## config.mk

```make
export PLATFORM = sky130hd
export DESIGN_NAME = ivc_ctrl
export DESIGN_NICKNAME = d
export VERILOG_FILES = /design/src/rtl/ivc_pkg.sv /design/src/rtl/ivc_buf.sv /design/src/rtl/ivc_vc_fsm.sv /design/src/rtl/ivc_ctrl.sv
export SDC_FILE = /design/constraint.sdc
export NUM_CORES = 1
export LEC_CHECK = 0
export ABC_AREA = 1
export BUFFER_PORTS_ARGS = -buffer_cell sky130_fd_sc_hd__buf_2
export CAP_MARGIN = 20
export CORE_MARGIN = 4
export CORE_UTILIZATION = 56
export DETAILED_ROUTE_END_ITERATION = 7
export HOLD_SLACK_MARGIN = 0.03
export PLACE_DENSITY = 0.8
export SLEW_MARGIN = 30
export SYNTH_ARGS = -nofsm -noshare
export SYNTH_HDL_FRONTEND = slang
export SYNTH_SLANG_ARGS = --single-unit
```

## constraint.sdc

```tcl
create_clock -name clk -period 2.7 [get_ports clk]
set_input_delay 0.27 -clock clk [delete_from_list [all_inputs] [get_ports clk]]
set_output_delay 0.27 -clock clk [all_outputs]
set_load 0.02 [all_outputs]
```

## src/rtl/ivc_pkg.sv

```systemverilog
package ivc_pkg;
  typedef enum logic [1:0] {
    VS_IDLE   = 2'd0,
    VS_ROUTE  = 2'd1,
    VS_ALLOC  = 2'd2,
    VS_ACTIVE = 2'd3
  } vc_st_t;
endpackage

```

## src/rtl/ivc_buf.sv

```systemverilog
module ivc_buf #(
  parameter int NUM_VC = 4,
  parameter int DEPTH  = 4,
  parameter int VCW    = 2,
  parameter int CNTW   = 3
) (
  input  logic                   clk,
  input  logic                   rst,
  input  logic                   wr_en,
  input  logic [VCW-1:0]         wr_vc,
  input  logic                   wr_head,
  input  logic                   rd_en,
  input  logic [VCW-1:0]         rd_vc,
  output logic [NUM_VC*CNTW-1:0] cnt_o,
  output logic [NUM_VC-1:0]      front_head,
  output logic [NUM_VC-1:0]      nonempty,
  output logic [NUM_VC-1:0]      full
);
  localparam int PTRW = (DEPTH > 1) ? $clog2(DEPTH) : 1;

  // head-flag store, one slot per buffered flit, no reset (RAM style)
  logic hd_mem [NUM_VC*DEPTH];
  logic [PTRW-1:0] wptr [NUM_VC];
  logic [PTRW-1:0] rptr [NUM_VC];
  logic [CNTW-1:0] cnt  [NUM_VC];
  logic            wr_ok;

  assign wr_ok = wr_en && !full[wr_vc];

  always_ff @(posedge clk) begin
    if (wr_ok)
      hd_mem[int'(wr_vc)*DEPTH + int'(wptr[wr_vc])] <= wr_head;
  end

  for (genvar v = 0; v < NUM_VC; v++) begin : g_vc
    logic we, re;
    assign we = wr_ok && (wr_vc == VCW'(v));
    assign re = rd_en && (rd_vc == VCW'(v)) && (cnt[v] != '0);

    always_ff @(posedge clk) begin
      if (rst) begin
        cnt[v]  <= '0;
        wptr[v] <= '0;
        rptr[v] <= '0;
      end else begin
        if (we)
          wptr[v] <= (wptr[v] == PTRW'(DEPTH-1)) ? '0 : wptr[v] + 1'b1;
        if (re)
          rptr[v] <= (rptr[v] == PTRW'(DEPTH-1)) ? '0 : rptr[v] + 1'b1;
        if (we && !re)
          cnt[v] <= cnt[v] + 1'b1;
        else if (re && !we)
          cnt[v] <= cnt[v] - 1'b1;
      end
    end

    assign cnt_o[v*CNTW +: CNTW] = cnt[v];
    assign full[v]       = (cnt[v] == CNTW'(DEPTH));
    assign nonempty[v]   = (cnt[v] != '0);
    assign front_head[v] = hd_mem[v*DEPTH + int'(rptr[v])];

    p_no_overflow_r7: assert property (@(posedge clk) disable iff (rst)
      cnt[v] <= CNTW'(DEPTH));
    p_cnt_step_r8: assert property (@(posedge clk) disable iff (rst)
      (cnt[v] == $past(cnt[v])) || (cnt[v] == $past(cnt[v]) + 1'b1) ||
      (cnt[v] + 1'b1 == $past(cnt[v])));
  end
endmodule

```

## src/rtl/ivc_vc_fsm.sv

```systemverilog
module ivc_vc_fsm
  import ivc_pkg::*;
#(
  parameter int TIME_W    = 3,
  parameter int OPW       = 3,
  parameter int VCW       = 2,
  parameter int ROUTE_DLY = 2,
  parameter int VCA_DLY   = 1
) (
  input  logic              clk,
  input  logic              rst,
  input  logic              nonempty,
  input  logic              front_head,
  input  logic              rt_hit,
  input  logic [OPW-1:0]    rt_port,
  input  logic              gnt_hit,
  input  logic [OPW-1:0]    gnt_oport,
  input  logic [VCW-1:0]    gnt_ovc,
  input  logic              tail_out,
  output vc_st_t            st,
  output logic [TIME_W-1:0] tm,
  output logic              req,
  output logic [OPW-1:0]    rport,
  output logic [OPW-1:0]    oport,
  output logic [VCW-1:0]    ovc,
  output logic              hdr_err
);
  localparam logic [TIME_W-1:0] TMAX = {TIME_W{1'b1}};

  vc_st_t nxt;
  logic   rdone;

  assign req = (st == VS_ALLOC) && (tm >= TIME_W'(VCA_DLY));

  always_comb begin
    nxt     = st;
    hdr_err = 1'b0;
    unique case (st)
      VS_IDLE: if (nonempty) begin
        nxt     = VS_ROUTE;
        hdr_err = !front_head;
      end
      VS_ROUTE:  if (rdone && (tm >= TIME_W'(ROUTE_DLY))) nxt = VS_ALLOC;
      VS_ALLOC:  if (gnt_hit && req) nxt = VS_ACTIVE;
      VS_ACTIVE: if (tail_out) nxt = VS_IDLE;
      default:   nxt = VS_IDLE;
    endcase
  end

  always_ff @(posedge clk) begin
    if (rst) begin
      st    <= VS_IDLE;
      tm    <= '0;
      rdone <= 1'b0;
      rport <= '0;
      oport <= '0;
      ovc   <= '0;
    end else begin
      st <= nxt;
      if (nxt != st)     tm <= '0;
      else if (tm != TMAX) tm <= tm + 1'b1;
      if (st == VS_ROUTE && rt_hit) rport <= rt_port;
      if (nxt == VS_ROUTE) rdone <= rdone | ((st == VS_ROUTE) && rt_hit);
      else                 rdone <= 1'b0;
      if (st == VS_ALLOC && nxt == VS_ACTIVE) begin
        oport <= gnt_oport;
        ovc   <= gnt_ovc;
      end
    end
  end

  p_time_clear_r6: assert property (@(posedge clk) disable iff (rst)
    (st != $past(st)) |-> (tm == '0));
  p_route_dwell_r3: assert property (@(posedge clk) disable iff (rst)
    (st == VS_ALLOC && $past(st) == VS_ROUTE) |-> ($past(tm) >= TIME_W'(ROUTE_DLY)));
  p_grant_needs_req_r5: assert property (@(posedge clk) disable iff (rst)
    (st == VS_ACTIVE && $past(st) != VS_ACTIVE) |-> ($past(req) && $past(gnt_hit)));
  p_idle_after_tail_r9: assert property (@(posedge clk) disable iff (rst)
    (st == VS_IDLE && $past(st) == VS_ACTIVE) |-> $past(tail_out));
endmodule

```

## src/rtl/ivc_ctrl.sv

```systemverilog
module ivc_ctrl
  import ivc_pkg::*;
#(
  parameter int NUM_VC    = 4,
  parameter int DEPTH     = 4,
  parameter int NUM_OUT   = 5,
  parameter int TIME_W    = 3,
  parameter int ROUTE_DLY = 2,
  parameter int VCA_DLY   = 1,
  localparam int VCW      = (NUM_VC > 1) ? $clog2(NUM_VC) : 1,
  localparam int OPW      = (NUM_OUT > 1) ? $clog2(NUM_OUT) : 1,
  localparam int CNTW     = $clog2(DEPTH + 1)
) (
  input  logic                     clk,
  input  logic                     rst,
  input  logic                     in_valid,
  input  logic [VCW-1:0]           in_vc,
  input  logic                     in_head,
  input  logic                     rt_valid,
  input  logic [VCW-1:0]           rt_vc,
  input  logic [OPW-1:0]           rt_port,
  input  logic                     gnt_valid,
  input  logic [VCW-1:0]           gnt_vc,
  input  logic [OPW-1:0]           gnt_oport,
  input  logic [VCW-1:0]           gnt_ovc,
  input  logic                     dep_valid,
  input  logic [VCW-1:0]           dep_vc,
  input  logic                     dep_tail,
  output logic [2*NUM_VC-1:0]      vc_state,
  output logic [TIME_W*NUM_VC-1:0] vc_time,
  output logic [NUM_VC-1:0]        vca_req,
  output logic [OPW*NUM_VC-1:0]    vc_rport,
  output logic [OPW*NUM_VC-1:0]    vc_oport,
  output logic [VCW*NUM_VC-1:0]    vc_ovc,
  output logic [CNTW*NUM_VC-1:0]   vc_count,
  output logic                     err_nohead,
  output logic                     err_overflow
);
  vc_st_t              st_arr [NUM_VC];
  logic [NUM_VC-1:0]   front_head, nonempty, full, hdr_err;
  logic                dep_ok;

  assign dep_ok = dep_valid && (st_arr[dep_vc] == VS_ACTIVE) && nonempty[dep_vc];

  ivc_buf #(.NUM_VC(NUM_VC), .DEPTH(DEPTH), .VCW(VCW), .CNTW(CNTW)) u_buf (
    .clk(clk), .rst(rst),
    .wr_en(in_valid), .wr_vc(in_vc), .wr_head(in_head),
    .rd_en(dep_ok), .rd_vc(dep_vc),
    .cnt_o(vc_count), .front_head(front_head), .nonempty(nonempty), .full(full)
  );

  for (genvar v = 0; v < NUM_VC; v++) begin : g_fsm
    logic [TIME_W-1:0] tm_v;
    logic [OPW-1:0]    rp_v, op_v;
    logic [VCW-1:0]    ov_v;
    logic              req_v;

    ivc_vc_fsm #(.TIME_W(TIME_W), .OPW(OPW), .VCW(VCW),
                 .ROUTE_DLY(ROUTE_DLY), .VCA_DLY(VCA_DLY)) u_fsm (
      .clk(clk), .rst(rst),
      .nonempty(nonempty[v]), .front_head(front_head[v]),
      .rt_hit(rt_valid && (rt_vc == VCW'(v))), .rt_port(rt_port),
      .gnt_hit(gnt_valid && (gnt_vc == VCW'(v))),
      .gnt_oport(gnt_oport), .gnt_ovc(gnt_ovc),
      .tail_out(dep_ok && dep_tail && (dep_vc == VCW'(v))),
      .st(st_arr[v]), .tm(tm_v), .req(req_v),
      .rport(rp_v), .oport(op_v), .ovc(ov_v), .hdr_err(hdr_err[v])
    );

    assign vc_state[2*v +: 2]           = st_arr[v];
    assign vc_time[TIME_W*v +: TIME_W]  = tm_v;
    assign vca_req[v]                   = req_v;
    assign vc_rport[OPW*v +: OPW]       = rp_v;
    assign vc_oport[OPW*v +: OPW]       = op_v;
    assign vc_ovc[VCW*v +: VCW]         = ov_v;
  end

  always_ff @(posedge clk) begin
    if (rst) begin
      err_nohead   <= 1'b0;
      err_overflow <= 1'b0;
    end else begin
      err_nohead   <= |hdr_err;
      err_overflow <= in_valid && full[in_vc];
    end
  end

  p_ovf_flag_r7: assert property (@(posedge clk) disable iff (rst)
    err_overflow |-> $past(in_valid));
  p_depart_active_r8: assert property (@(posedge clk) disable iff (rst)
    dep_ok |-> (vc_state[2*dep_vc +: 2] == 2'd3));
endmodule

```

**Word-level counts from Yosys, hierarchy flattened**

Memories as Yosys holds them, arrays and structs flattened.
Cells that the tools add are included.

- Bits in registers: 58
- Latch bits: 0
- RAM bits: 44
- Memory bits (read-only): 0
- Bits of input ports: 24
- Output and inout port bits: 70
- Word-level logic and storage cells: 349
- Memories kept: 4

- $add $sub $neg: 24
- Multipliers: 0
- Divide/modulo/power cells: 0
- Order comparisons: 11
- Equal/unequal tests: 53
- Shift operators: 0
- Muxes and demuxes: 115
- Bitwise operators: 25
- Reduce and logical (&&, ||, !) cells: 91

Memories:

| name | depth | bits a word | read ports | clocked after memory_dff | wr ports | line | text |
|---|---|---|---|---|---|---|---|
| u_buf.hd_mem | 16 | 1 | 4 | 0 | 1 | ivc_buf.sv:22 | `logic hd_mem [NUM_VC*DEPTH];` |
| u_buf.cnt | 4 | 3 | 4 | 0 | 4 | ivc_buf.sv:25 | `logic [CNTW-1:0] cnt [NUM_VC];` |
| u_buf.rptr | 4 | 2 | 4 | 0 | 4 | ivc_buf.sv:24 | `logic [PTRW-1:0] rptr [NUM_VC];` |
| u_buf.wptr | 4 | 2 | 5 | 0 | 4 | ivc_buf.sv:23 | `logic [PTRW-1:0] wptr [NUM_VC];` |

Operators by type and width:

| cell | count |
|---|---|
| $mux 2 | 34 |
| $mux 1 | 66 |
| $eq 2x2->1 const B | 29 |
| $logic_and 1x1->1 | 57 |
| $pmux 2 s4 | 4 |
| $add 3x1->3 const B | 8 |
| $eq 2x1->1 const B | 12 |
| $mux 3 | 8 |
| $or 1x1->1 | 20 |
| $add 2x1->2 const B | 8 |
| $logic_not 2->1 | 8 |
| $reduce_or 2->1 | 8 |
| $logic_not 1->1 | 13 |
| $eq 3x3->1 const B | 4 |
| $ge 3x1->1 const B | 4 |
| $ge 3x2->1 const B | 4 |
| $ne 3x3->1 const B | 4 |
| $reduce_bool 3->1 | 4 |
| $sub 3x1->3 const B | 4 |
| $add 4x2->4 const A | 2 |
| $ne 2x2->1 | 4 |
| $lt 2x3->1 const B | 2 |
| $add 3x2->4 const A | 1 |
| $add 4x2->4 | 1 |
| other kinds (6) | 10 |

**Logic depth before layout (Yosys ltp)**

- Depth after elaboration: 16
- Gate-level depth with buffers: 14
- Depth with buffers taken out: 14

**By module**

A second synthesis with hierarchy kept.

- Cell total of the unflattened synthesis: 720
- Area, all modules: 5,719.2 um^2

Modules (own cells, without submodules):

| module | instances | cells an instance | area an instance (um^2) | seq. area each (um^2) |
|---|---|---|---|---|
| ivc_vc_fsm | 4 | 92 | 688.2 | 280.3 |
| ivc_buf | 1 | 280 | 2,577.5 | 1,321.3 |
| ivc_ctrl | 1 | 72 | 389.1 | 40.0 |

**Worst setup path before layout**

No wires, ideal clock.

- Kind: register to register
- Start point: memory u_buf.cnt[1][0]
- End point: memory u_buf.cnt[2][2] (data pin)
- Setup time: 0.262 ns
- Arrival: 2.135 ns
- Data required time: 2.438 ns
- Slack: 0.304 ns
- Stages on the path, launching flop included: 14
- Buffers on the path: 0
- Clock period less this slack: 2.396 ns
- Cells stage by stage: edfxtp_1 inv_1 ha_1 inv_1 nor2_1 nand2_1 nand3_1 nor2_4 nand2_4 inv_4 nand4_1 fa_1 xnor2_1 mux2i_1

RTL lines:

| element | line |
|---|---|
| start: declaration | ivc_buf.sv:25 |

==> metrics.md <==
| Metric | Value |
|---|---|
| Io pins | `94` |
| CP max FO | `5` |
| Synth Cell Area | `approximately 0.0053 mm^2` |
| RSZ-0062 raised after global routing | `false` |
| Worst EP arrival | `2.71 ns` |
| FILL cells | `between 700 and 800` |
| Top cells by area, synth | `edfxtp_1 (25%), dfxtp_1 (22%), nor2_1 (11%)` |
| # DRC | `0` |
| M3 GR Usage | `0.0588` |
| Worst setup path class | `flop to flop` |
| Via count | `4600` |
| Worst Tran Pin Value | `0.503 ns` |
| Crit end category | `flop` |
| Initial Util | `0.573` |
| Final Hold Viols | `0` |
| Setup ws final | `0.208 ns` |
| First-pass GRT wire length | `20.4 mm` |
| DR pass1 iterations | `5` |
| Reg2reg end | `u_buf.cnt[2][2]$_SDFFCE_PN0P_` |
| Clk sink count | `102` |
| Required @ worst endpoint | `2.92 ns` |
| Dpl ws | `0.233 ns` |
| Largest net degree at the start of global routing | `44` |
| Layer carrying the most global-route usage | `met2` |
| Reg2reg start | `u_buf.cnt[1][0]$_DFFE_PP_` |
| Routability cong. | `roughly 0.85` |
| Final HPWL DP | `9.45 mm` |
| Outcome | `completed` |
| Internal power | `around 2.3 mW` |
| Met1 Track Usage GR | `0.271` |
| Synth Instances | `646` |
| Clock transition at path regs | `0.10 ns` |
| Seq cells post-synth | `102` |
| Syn-to-layout area delta | `14.9%` |
| Routed Antenna Nets | `0` |
| Slew Viols, Final | `0` |
| Worst R2R Setup Slack | `0.21 ns` |
| CP cell instances | `inv_1 > ha_1 > inv_1 > nor2_1 > nand2_1 > nand3_1 > nor2_4 > nand2_4 > inv_4 > nand4_1 > fa_1 > xnor2_1 > mux2i_1` |
| Routed WL | `12.2 mm` |
| Skew-Pair Late Insertion Delay | `0.37 ns` |
| Netlist cell types | `42` |
| F_max | `0.401 GHz` |
| # Max-Cap Violations | `0` |
| DRT iter0 DRCs | `approximately 160` |
| Slowest-stage cell, CP | `fa_1` |
| Setup Skew | `roughly 0.011 ns` |
| Total track usage | `0.226` |
| WHS Path Cells | `3` |
| Die Y-Extent | `105 um` |
| Vias in the first global route | `4562` |
| Seq pwr share | `0.520` |
| Bufs on Longest Clock Path | `2` |
| Clock power share | `0.302` |
| Leakage power | `2.96 nW` |
| Nets | `798` |
| Mean Syn Cell Area | `slightly above 8 um^2` |
| Row count | `35` |
| CP dominant cell by count | `inv_1` |
| CP max stage delay | `0.42 ns` |
| Worst Hold End | `err_overflow$_SDFF_PP0_` |
| Die width | `105 um` |
| Hold path startpoint | `in_valid` |
| Cts repair resizes | `0` |
| Sw Ratio | `0.311` |
| Pwr/cell area | `between 500 and 600 mW/mm^2` |
| H-Tree Depth | `3` |
| Diodes inserted | `0` |
| Combinational share of power | `0.178` |
| Routing usage on met2 | `0.399` |
| Switching pwr | `1.06 mW` |
| PortBufs | `93` |
| Worst Reg-to-Reg Cells | `13` |
| Setup violators final | `0` |
| Largest area contributor in the netlist | `edfxtp_1` |
| CTS tree | `done` |
| Total power | `3.40 mW` |
| Initial antenna violation count | `0` |
| Max IR drop VDD | `between 200 and 300 uV` |
| Clock root buffer | `clkbuf_8` |
| Synthesis warning total | `0` |
| Die area | `0.0111 mm^2` |
| CTS Buf Count | `9` |
| Remaining Overflow, GRT | `0` |
| Part of the cycle the worst path needs | `0.923` |
| Vias/cell | `between 5 and 6` |
| Total Neg Setup Slack | `0 ns` |
| Slew headroom | `0.662` |
| Drt wl/cell | `14.0 um` |
| Hold Path Class | `primary input to flop` |
| Proportion of layout cells with a drive suffix above 1 | `0.193` |
| Top cell type's share of synthesized area | `0.250` |
| Min Tclk post-route | `2.49 ns` |
| Register area share after synthesis | `0.469` |
| Post-synth net total | `704` |
| Cts hold-fix bufs | `0` |
| Core area | `between 0.009 and 0.01 mm^2` |
| Critical path launch point | `u_buf.cnt[1][0]$_DFFE_PP_` |
| CP Launch Type | `flop` |
| Setup Buffers After CTS | `0` |
cell usage in the layout, fill, tap and decap left out, types with 8 or more instances in the layout:
cell type  count
o21ai_0       38
buf_2         93
inv_2          8
dfxtp_1       58
nand2_1       91
edfxtp_1      44
inv_1         73
clkbuf_8       9
ha_1          33
nand3_1       42
a21oi_1       20
nor2_1       152
per-stage QoR:
stage,std cells,util,instance area (um^2),hold WS (ns)
detailed placement,858,0.635,5870,0.452
finish,874,0.658,6080,0.160
global route,874,0.658,6080,0.168
CTS,874,0.658,6080,0.148
floorplan,646,-,5300,0.369
global placement,858,0.635,5870,0.451
worst max-delay path: cells and delay by family (launching register included):
kind                       cells  cell delay [ns]
DFF                            1             0.41
adders and majority gates      2             0.64
buffers and inverters          3             0.21
muxes                          1             0.22
and+or+nand+nor                6             0.65
xor gates and xnor gates       1             0.21
final cells by class:
cell class | instances | area, um^2 | area share
sequential | 102 | 2480 | 0.408
multi-input combinational | 448 | 2420 | 0.398
timing repair buffer | 96 | 488 | 0.0802
inverter | 83 | 314 | 0.0516
clock buffer | 11 | 174 | 0.0286
tap | 129 | 161 | 0.0265
clock inverter | 5 | 42.5 | 0.00699
sequential cells by signal (all words and copies together), names as in the netlist:
signal             count
u_buf.cnt             12
g_fsm.u_fsm.ovc        8
g_fsm.u_fsm.oport     12
err_nohead             1
g_fsm.u_fsm.st         8
g_fsm.u_fsm.rport     12
g_fsm.u_fsm.rdone      4
u_buf.wptr             8
err_overflow           1
u_buf.hd_mem          16
u_buf.rptr             8
g_fsm.u_fsm.tm        12
how the worst max path moves through the flow:
stage,slack [ns],endpoint
6_report,0.21,u_buf.cnt[2][2]$_SDFFCE_PN0P_
5_1_grt,0.01,u_buf.cnt[2][2]$_SDFFCE_PN0P_
4_1_cts,0.20,u_buf.cnt[2][2]$_SDFFCE_PN0P_
3_5_place_dp,0.23,u_buf.cnt[2][2]$_SDFFCE_PN0P_
3_3_place_gp,0.35,u_buf.cnt[2][2]$_SDFFCE_PN0P_
2_1_floorplan,0.30,u_buf.cnt[2][2]$_SDFFCE_PN0P_
per-layer routing:
metal,share of wire,wire [um],vias to the layer above
li1,-,-,2279
met1,0.42,5110,2150
met2,0.49,6010,150
met3,0.070,856,21
met4,0.018,215,0
met5,0,0,-
Yosys cell counts, drive strengths merged:
library cell and number:
fa 1, o221ai 1, buf 6, nand4 7, ha 33, inv 82
xor2 5, o211ai 2, nor3 7, o31ai 1, edfxtp 44, a221oi 2
o21ai 40, a21boi 1, clkinv 1, dfxtp 58, o22ai 2, nand3 42
clkbuf 7, mux2i 6, a22o 1, a21oi 21, xnor2 6, a22oi 1
o2111ai 1, nand3b 2, nand2 100, a211oi 1, or3 1, and2 1
a41oi 1, nor2 162
power by group through the flow:
stage	registers (mW)	clock network (mW)	logic, mW
after global placement	1.80	0	0.583
after floorplan	1.85	0	0.357
after global routing	1.78	1.11	0.684
after detailed placement	1.81	0	0.603
final	1.77	1.03	0.605
after CTS	1.77	1.05	0.607
cells by family after synthesis:
logic type,synth area share
AO/OA/AOI/OAI,0.0815
flip-flops,0.469
adder cells (fa/ha/maj),0.0818
multiplexers,0.0113
XOR/XNOR,0.0182
AND/OR/NAND/NOR,0.264
buffers and inverters,0.0742
Power figures use the tool's default switching activity.
